File: src/rtl/rx_fsync_pkg.sv
package rx_fsync_pkg;
  localparam int unsigned LEN_HALF_W = 4;
  localparam int unsigned LEN_W      = 2 * LEN_HALF_W;
  localparam int unsigned SD_W       = 16;

  typedef enum logic [2:0] {
    FS_OFF      = 3'd0,
    FS_NEG      = 3'd1,
    FS_POS      = 3'd2,
    FS_LOW_XFER = 3'd3,
    FS_HI_XFER  = 3'd4,
    FS_TOGGLE   = 3'd5,
    FS_RSV6     = 3'd6,
    FS_RSV7     = 3'd7
  } fs_mode_e;
endpackage

File: src/rtl/fsync_pulse_timer.sv
module fsync_pulse_timer #(
  parameter int unsigned LEN_W = 8
) (
  input  logic             clk_i,
  input  logic             rst_ni,
  input  logic             start_i,
  input  logic [LEN_W-1:0] len_i,
  output logic             active_o,
  output logic             last_o
);
  logic [LEN_W-1:0] cnt_q;
  logic             active_q;

  always_ff @(posedge clk_i or negedge rst_ni) begin
    if (!rst_ni) begin
      cnt_q    <= '0;
      active_q <= 1'b0;
    end else if (start_i) begin
      cnt_q    <= '0;
      active_q <= 1'b1;
    end else if (active_q) begin
      if (cnt_q == len_i) active_q <= 1'b0;
      else                cnt_q    <= cnt_q + 1'b1;
    end
  end

  assign active_o = active_q;
  // restart beats end of window
  assign last_o   = active_q && (cnt_q == len_i) && !start_i;
endmodule

File: src/rtl/fsync_shape.sv
module fsync_shape
  import rx_fsync_pkg::*;
(
  input  fs_mode_e mode_i,
  input  logic     active_i,
  input  logic     xfer_i,
  input  logic     tog_i,
  output logic     fs_o,
  output logic     oe_o
);
  always_comb begin
    fs_o = 1'b0;
    oe_o = 1'b1;
    unique case (mode_i)
      FS_NEG:      fs_o = !active_i;
      FS_POS:      fs_o = active_i;
      FS_LOW_XFER: fs_o = !xfer_i;
      FS_HI_XFER:  fs_o = xfer_i;
      FS_TOGGLE:   fs_o = tog_i;
      default:     oe_o = 1'b0; // off and reserved: pin released
    endcase
  end
endmodule

File: src/rtl/fsync_edge_mon.sv
module fsync_edge_mon (
  input  logic clk_i,
  input  logic rst_ni,
  input  logic line_i,
  input  logic edge_sel_i,
  input  logic clr_i,
  output logic det_o
);
  logic line_q, vld_q, det_q, hit;

  assign hit = vld_q && (edge_sel_i ? (line_q && !line_i) : (!line_q && line_i));

  always_ff @(posedge clk_i or negedge rst_ni) begin
    if (!rst_ni) begin
      line_q <= 1'b0;
      vld_q  <= 1'b0;
      det_q  <= 1'b0;
    end else begin
      line_q <= line_i;
      vld_q  <= 1'b1;
      if (hit)        det_q <= 1'b1;
      else if (clr_i) det_q <= 1'b0;
    end
  end

  assign det_o = det_q;
endmodule

File: src/rtl/fsync_capture.sv
module fsync_capture #(
  parameter int unsigned LEN_W = 8,
  parameter int unsigned SD_W  = 16
) (
  input  logic             clk_i,
  input  logic             rst_ni,
  input  logic             start_i,
  input  logic             active_i,
  input  logic             last_i,
  input  logic             sd_i,
  input  logic [LEN_W-1:0] len_i,
  input  logic             cmp_en_i,
  input  logic [SD_W-1:0]  pat0_i,
  input  logic [SD_W-1:0]  pat1_i,
  output logic [SD_W-1:0]  data_o,
  output logic             match_o
);
  localparam int unsigned N_W = LEN_W + 1;

  logic [SD_W-2:0] sh_q;
  logic [SD_W-1:0] shifted, mask, data_q;
  logic [N_W-1:0]  nbits;
  logic            match_q, hit;

  assign shifted = {sh_q, sd_i};
  assign nbits   = {1'b0, len_i} + N_W'(1);

  for (genvar i = 0; i < SD_W; i++) begin : g_mask
    assign mask[i] = (nbits > N_W'(i));
  end

  assign hit = ((shifted & mask) == (pat0_i & mask)) ||
               ((shifted & mask) == (pat1_i & mask));

  always_ff @(posedge clk_i or negedge rst_ni) begin
    if (!rst_ni) begin
      sh_q    <= '0;
      data_q  <= '0;
      match_q <= 1'b0;
    end else begin
      if (start_i)       sh_q <= '0;
      else if (active_i) sh_q <= shifted[SD_W-2:0];
      if (last_i) begin
        data_q  <= shifted;
        match_q <= cmp_en_i && hit;
      end else begin
        match_q <= 1'b0;
      end
    end
  end

  assign data_o  = data_q;
  assign match_o = match_q;
endmodule

File: src/rtl/rx_fsync_gen.sv
module rx_fsync_gen
  import rx_fsync_pkg::*;
(
  input  logic                  clk_i,
  input  logic                  rst_ni,
  input  logic                  start_i,
  input  logic                  xfer_active_i,
  input  logic [2:0]            mode_i,
  input  logic [LEN_HALF_W-1:0] len_hi_i,
  input  logic [LEN_HALF_W-1:0] len_lo_i,
  input  logic                  edge_sel_i,
  input  logic                  flag_clr_i,
  input  logic                  sd_i,
  input  logic                  fs_pin_i,
  input  logic                  cmp_en_i,
  input  logic [SD_W-1:0]       cmp_pat0_i,
  input  logic [SD_W-1:0]       cmp_pat1_i,
  output logic                  fs_o,
  output logic                  fs_oe_o,
  output logic                  sync_det_o,
  output logic [SD_W-1:0]       sync_data_o,
  output logic                  match_o
);
  logic [LEN_W-1:0] len;
  logic             active, last, tog_q, fs_int, oe_int, mon_line;

  assign len = {len_hi_i, len_lo_i};

  always_ff @(posedge clk_i or negedge rst_ni) begin
    if (!rst_ni)      tog_q <= 1'b0;
    else if (start_i) tog_q <= !tog_q;
  end

  fsync_pulse_timer #(.LEN_W(LEN_W)) u_timer (
    .clk_i   (clk_i),
    .rst_ni  (rst_ni),
    .start_i (start_i),
    .len_i   (len),
    .active_o(active),
    .last_o  (last)
  );

  fsync_shape u_shape (
    .mode_i  (fs_mode_e'(mode_i)),
    .active_i(active),
    .xfer_i  (xfer_active_i),
    .tog_i   (tog_q),
    .fs_o    (fs_int),
    .oe_o    (oe_int)
  );

  assign mon_line = oe_int ? fs_int : fs_pin_i;

  fsync_edge_mon u_mon (
    .clk_i     (clk_i),
    .rst_ni    (rst_ni),
    .line_i    (mon_line),
    .edge_sel_i(edge_sel_i),
    .clr_i     (flag_clr_i),
    .det_o     (sync_det_o)
  );

  fsync_capture #(.LEN_W(LEN_W), .SD_W(SD_W)) u_cap (
    .clk_i   (clk_i),
    .rst_ni  (rst_ni),
    .start_i (start_i),
    .active_i(active),
    .last_i  (last),
    .sd_i    (sd_i),
    .len_i   (len),
    .cmp_en_i(cmp_en_i),
    .pat0_i  (cmp_pat0_i),
    .pat1_i  (cmp_pat1_i),
    .data_o  (sync_data_o),
    .match_o (match_o)
  );

  assign fs_o    = fs_int;
  assign fs_oe_o = oe_int;
endmodule

File: config.mk
export PLATFORM = sky130hd
export DESIGN_NAME = rx_fsync_gen
export DESIGN_NICKNAME = d
export VERILOG_FILES = /design/src/rtl/rx_fsync_pkg.sv /design/src/rtl/fsync_pulse_timer.sv /design/src/rtl/fsync_shape.sv /design/src/rtl/fsync_edge_mon.sv /design/src/rtl/fsync_capture.sv /design/src/rtl/rx_fsync_gen.sv
export SDC_FILE = /design/constraint.sdc
export NUM_CORES = 1
export LEC_CHECK = 0
export ABC_AREA = 1
export ABC_CLOCK_PERIOD_IN_PS = 3200
export CORE_ASPECT_RATIO = 0.8
export CORE_MARGIN = 2
export CORE_UTILIZATION = 55
export DETAILED_ROUTE_END_ITERATION = 12
export PLACE_DENSITY = 0.85
export SLEW_MARGIN = 10
export SYNTH_ARGS = -nofsm -noshare
export SYNTH_HDL_FRONTEND = slang
export SYNTH_SLANG_ARGS = --single-unit
File: constraint.sdc
create_clock -name clk_i -period 3.2 [get_ports clk_i]
set_input_delay 0.64 -clock clk_i [delete_from_list [all_inputs] [get_ports clk_i]]
set_output_delay 0.64 -clock clk_i [all_outputs]
set_load 0.01 [all_outputs]
==> flow_summary.json <==
{
  "core.rowCount": 24,
  "cts.sinks": 45,
  "drt_wl_total_mm": 8.885,
  "ctsResizeCount": 0,
  "finalHoldViolations": 0,
  "grt_pass1_vias": 3063,
  "grt.overflow.total": 0,
  "synthMostInstantiatedCell": "nand2_1",
  "finalSetupViolations": 0,
  "vdd_ir_drop_max_mv": 0.3341,
  "cp.arrival_ns": 3.23,
  "port-buffer-count": 71,
  "post_cts_buffers": 0,
  "grt_use_met1": 0.4344,
  "diodes": 0,
  "ant_nets": 0,
  "synthesis.nets": 490,
  "cp_cell_sequence": "clkdlybuf4s50_1 > ha_1 > nand3_1 > nand2_1 > nand2_2 > clkinv_2 > nand2_1 > inv_2 > nand3_1 > nand2_1 > nand2_1 > nor2_1 > nand3_1 > nor2_1 > nand3_1 > a21oi_1",
  "die_height_um": 71.78,
  "first_iter_violations": 220,
  "postLayoutSetupSlackWorst_ns": 0.2112,
  "timing.slew.headroom": 0.3255,
  "whs_ns": 0.4686,
  "first_pass_iters": 7,
  "post-route-drc-count": 0,
  "syn_inst": 433,
  "max_clock_freq_mhz": 334.6,
  "hold_class": "flop to flop",
  "grt.total_usage": 0.2951,
  "clk_pin_slew_ns": 0.10,
  "ys_top_cells_by_area": "dfrtp_1 36%, nand2_1 12%, xor2_1 7.8%",
  "cts_made_buffers": 5,
  "power_density_nw_per_um2": 309.6,
  "initial_core_util": 0.5747,
  "layout-drive-gt1-share": 0.08203,
  "wire_per_inst_um": 15.06,
  "finalInstanceArea_um2": 4065,
  "rsz0062_at_grt": "no",
  "min_period_ns": 2.989,
  "grt_use_met2": 0.4444,
  "synth-main-ff-cell": "dfrtp_1",
  "drv_slew": 0,
  "grt_max_degree": 46,
  "vias": 3215,
  "crit_required_ns": 3.44,
  "core_um2": 5495,
  "cp_max_fo": 7,
  "cap_violations": 0,
  "yosys.area.top_type_share": 0.3566,
  "routed_via_density": 5.449,
  "grt_antenna_before_repair": 0,
  "period_share": 0.9340,
  "yosysSeqAreaShare": 0.3566,
  "yosysUniqueCellTypes": 37,
  "cts-root-buf": "clkbuf_8",
  "syn_area_per_cell_um2": 7.293,
  "cp_top_family": "simple AND/OR/NAND/NOR gates",
  "max_stage_delay_ns": 0.61,
  "grt_pass1_wl_mm": 14.43,
  "setup_tns_ns": 0,
  "clock_latency_ns": 0.31,
  "ys_warn_count": 0,
  "io_pins": 72,
  "synth-async-reset-ratio": 1.000,
  "netlist_top_cells_count": "97 x nand2_1, 59 x inv_1, 45 x dfrtp_1",
  "cts_hold_buf": 0,
  "fillers": 427,
  "post-dp-hpwl_mm": 6.942,
  "synth_seq_cells": 45,
  "worst_path_max_delay_cell": "clkdlybuf4s50_1",
  "syn_area_um2": 3158,
  "endpoint_kind": "flop",
  "grt-busiest-layer": "met2",
  "critical_path.startpoint_type": "primary input",
  "place_congestion": 0.9327,
  "crit_buf_inv": 3,
  "layout.nets": 568,
  "synth-edff-count": 0,
  "status": "finished, final reports clean",
  "die_area_um2": 6368,
  "p_total_w": 0.001259,
  "die_x_um": 88.72,
  "pre_cts_ws_ns": -0.01665,
  "syn2layout_area_growth_pct": 28.72,
  "grt_util_met3": 0.06106,
  "tightest_slew_ns": 1.012,
  "tritoncts": "yes",
  "yosys.area.top_type": "dfrtp_1",
  "dpl_cell_area_um2": 3975,
  "leakagePower_nw": 1.915,
  "fin_worst_skew_ns": 0.01851,
  "criticalPathCategory": "primary input to flop",
  "cts.path.max_buffers": 2,
  "cts_htree_levels": 2
}
## worst reg2reg max path: stages (launching register included)
cell and delay (ns):
dfrtp_1 0.38, inv_1 0.10, nand2_1 0.07, o211ai_1 0.10
nor4_1 0.26, nand2_1 0.15, nor2_1 0.22, inv_1 0.38
nand2_1 0.17, o21ai_0 0.11
## report_power, final
part	internal (W)	switching [W]
clock network	0.000155	0.000213
registers	0.000587	0.0000146
logic	0.000133	0.000155
total	0.000875	0.000383
## path summary, 6_finish.rpt
path	cells after the start	to	from	slack [ns]
min in group asynchronous	1	u_cap.match_o	rst_ni	0.48
worst min register to register	2	u_mon.det_o	u_mon.vld_q	0.47
worst min-delay path	2	u_mon.det_o	u_mon.vld_q	0.47
max in group asynchronous	1	u_cap.data_o[5]	rst_ni	2.07
worst max register to register	9	u_cap.data_o[12]	u_timer.cnt_q[0]	1.12
worst max-delay path	16	u_cap.match_o	len_lo_i[0]	0.21
## registers in the layout (all words and copies together), names as in the netlist
name              cells
u_cap.data_o         16
u_cap.sh_q           15
u_timer.cnt_q         8
tog_q                 1
u_cap.match_o         1
u_mon.det_o           1
u_mon.line_q          1
u_mon.vld_q           1
u_timer.active_o      1
## metrics by stage
stage / utilization / instances
finish: 0.7398 / 590
global placement: 0.7234 / 582
global route: 0.7398 / 590
floorplan: - / 433
CTS: 0.7398 / 590
detailed placement: 0.7234 / 582
## logic make-up after synthesis
kind of cell    Yosys count  synth area share
xor+xnor                 29           0.08043
other cells               1          0.001187
flops                    45            0.3566
compound gates           63            0.1204
buf+inv                  72           0.09508
simple gates            218            0.3265
fa+ha+maj                 5           0.01981
## metal layers
metal / vias up / share of wire / wire length, um
li1: 1566 / - / -
met1: 1487 / 0.46 / 4098
met2: 143 / 0.45 / 3977
met3: 19 / 0.073 / 646
met4: 0 / 0.018 / 163
met5: - / 0 / 0
## layout by cell type (no fill, tap or decap), types with 3 or more instances in the layout
cell and instances:
inv_1 59, nor4_1 3, o211ai_1 3, dfrtp_1 45, nor2_1 40, o22ai_1 18, xor2_1 28, nand3_1 44
nand2_2 8, nand2_1 97, a21oi_1 7, ha_1 5, clkbuf_8 5, clkdlybuf4s50_1 70, nor3_1 4, nand3_2 4
o21ai_0 25, nand4_1 11, buf_4 10
## cell type report
class	count	area, um2	area share
Multi-Input combinational cell	316	1732	0.4260
Sequential cell	45	1126	0.2770
Inverter	62	239.0	0.05879
Clock inverter	3	21.27	0.005232
Clock buffer	5	68.82	0.01693
Timing Repair Buffer	81	780.7	0.1921
Tap cell	78	97.59	0.02401
(Power assumes the default switching activity.)
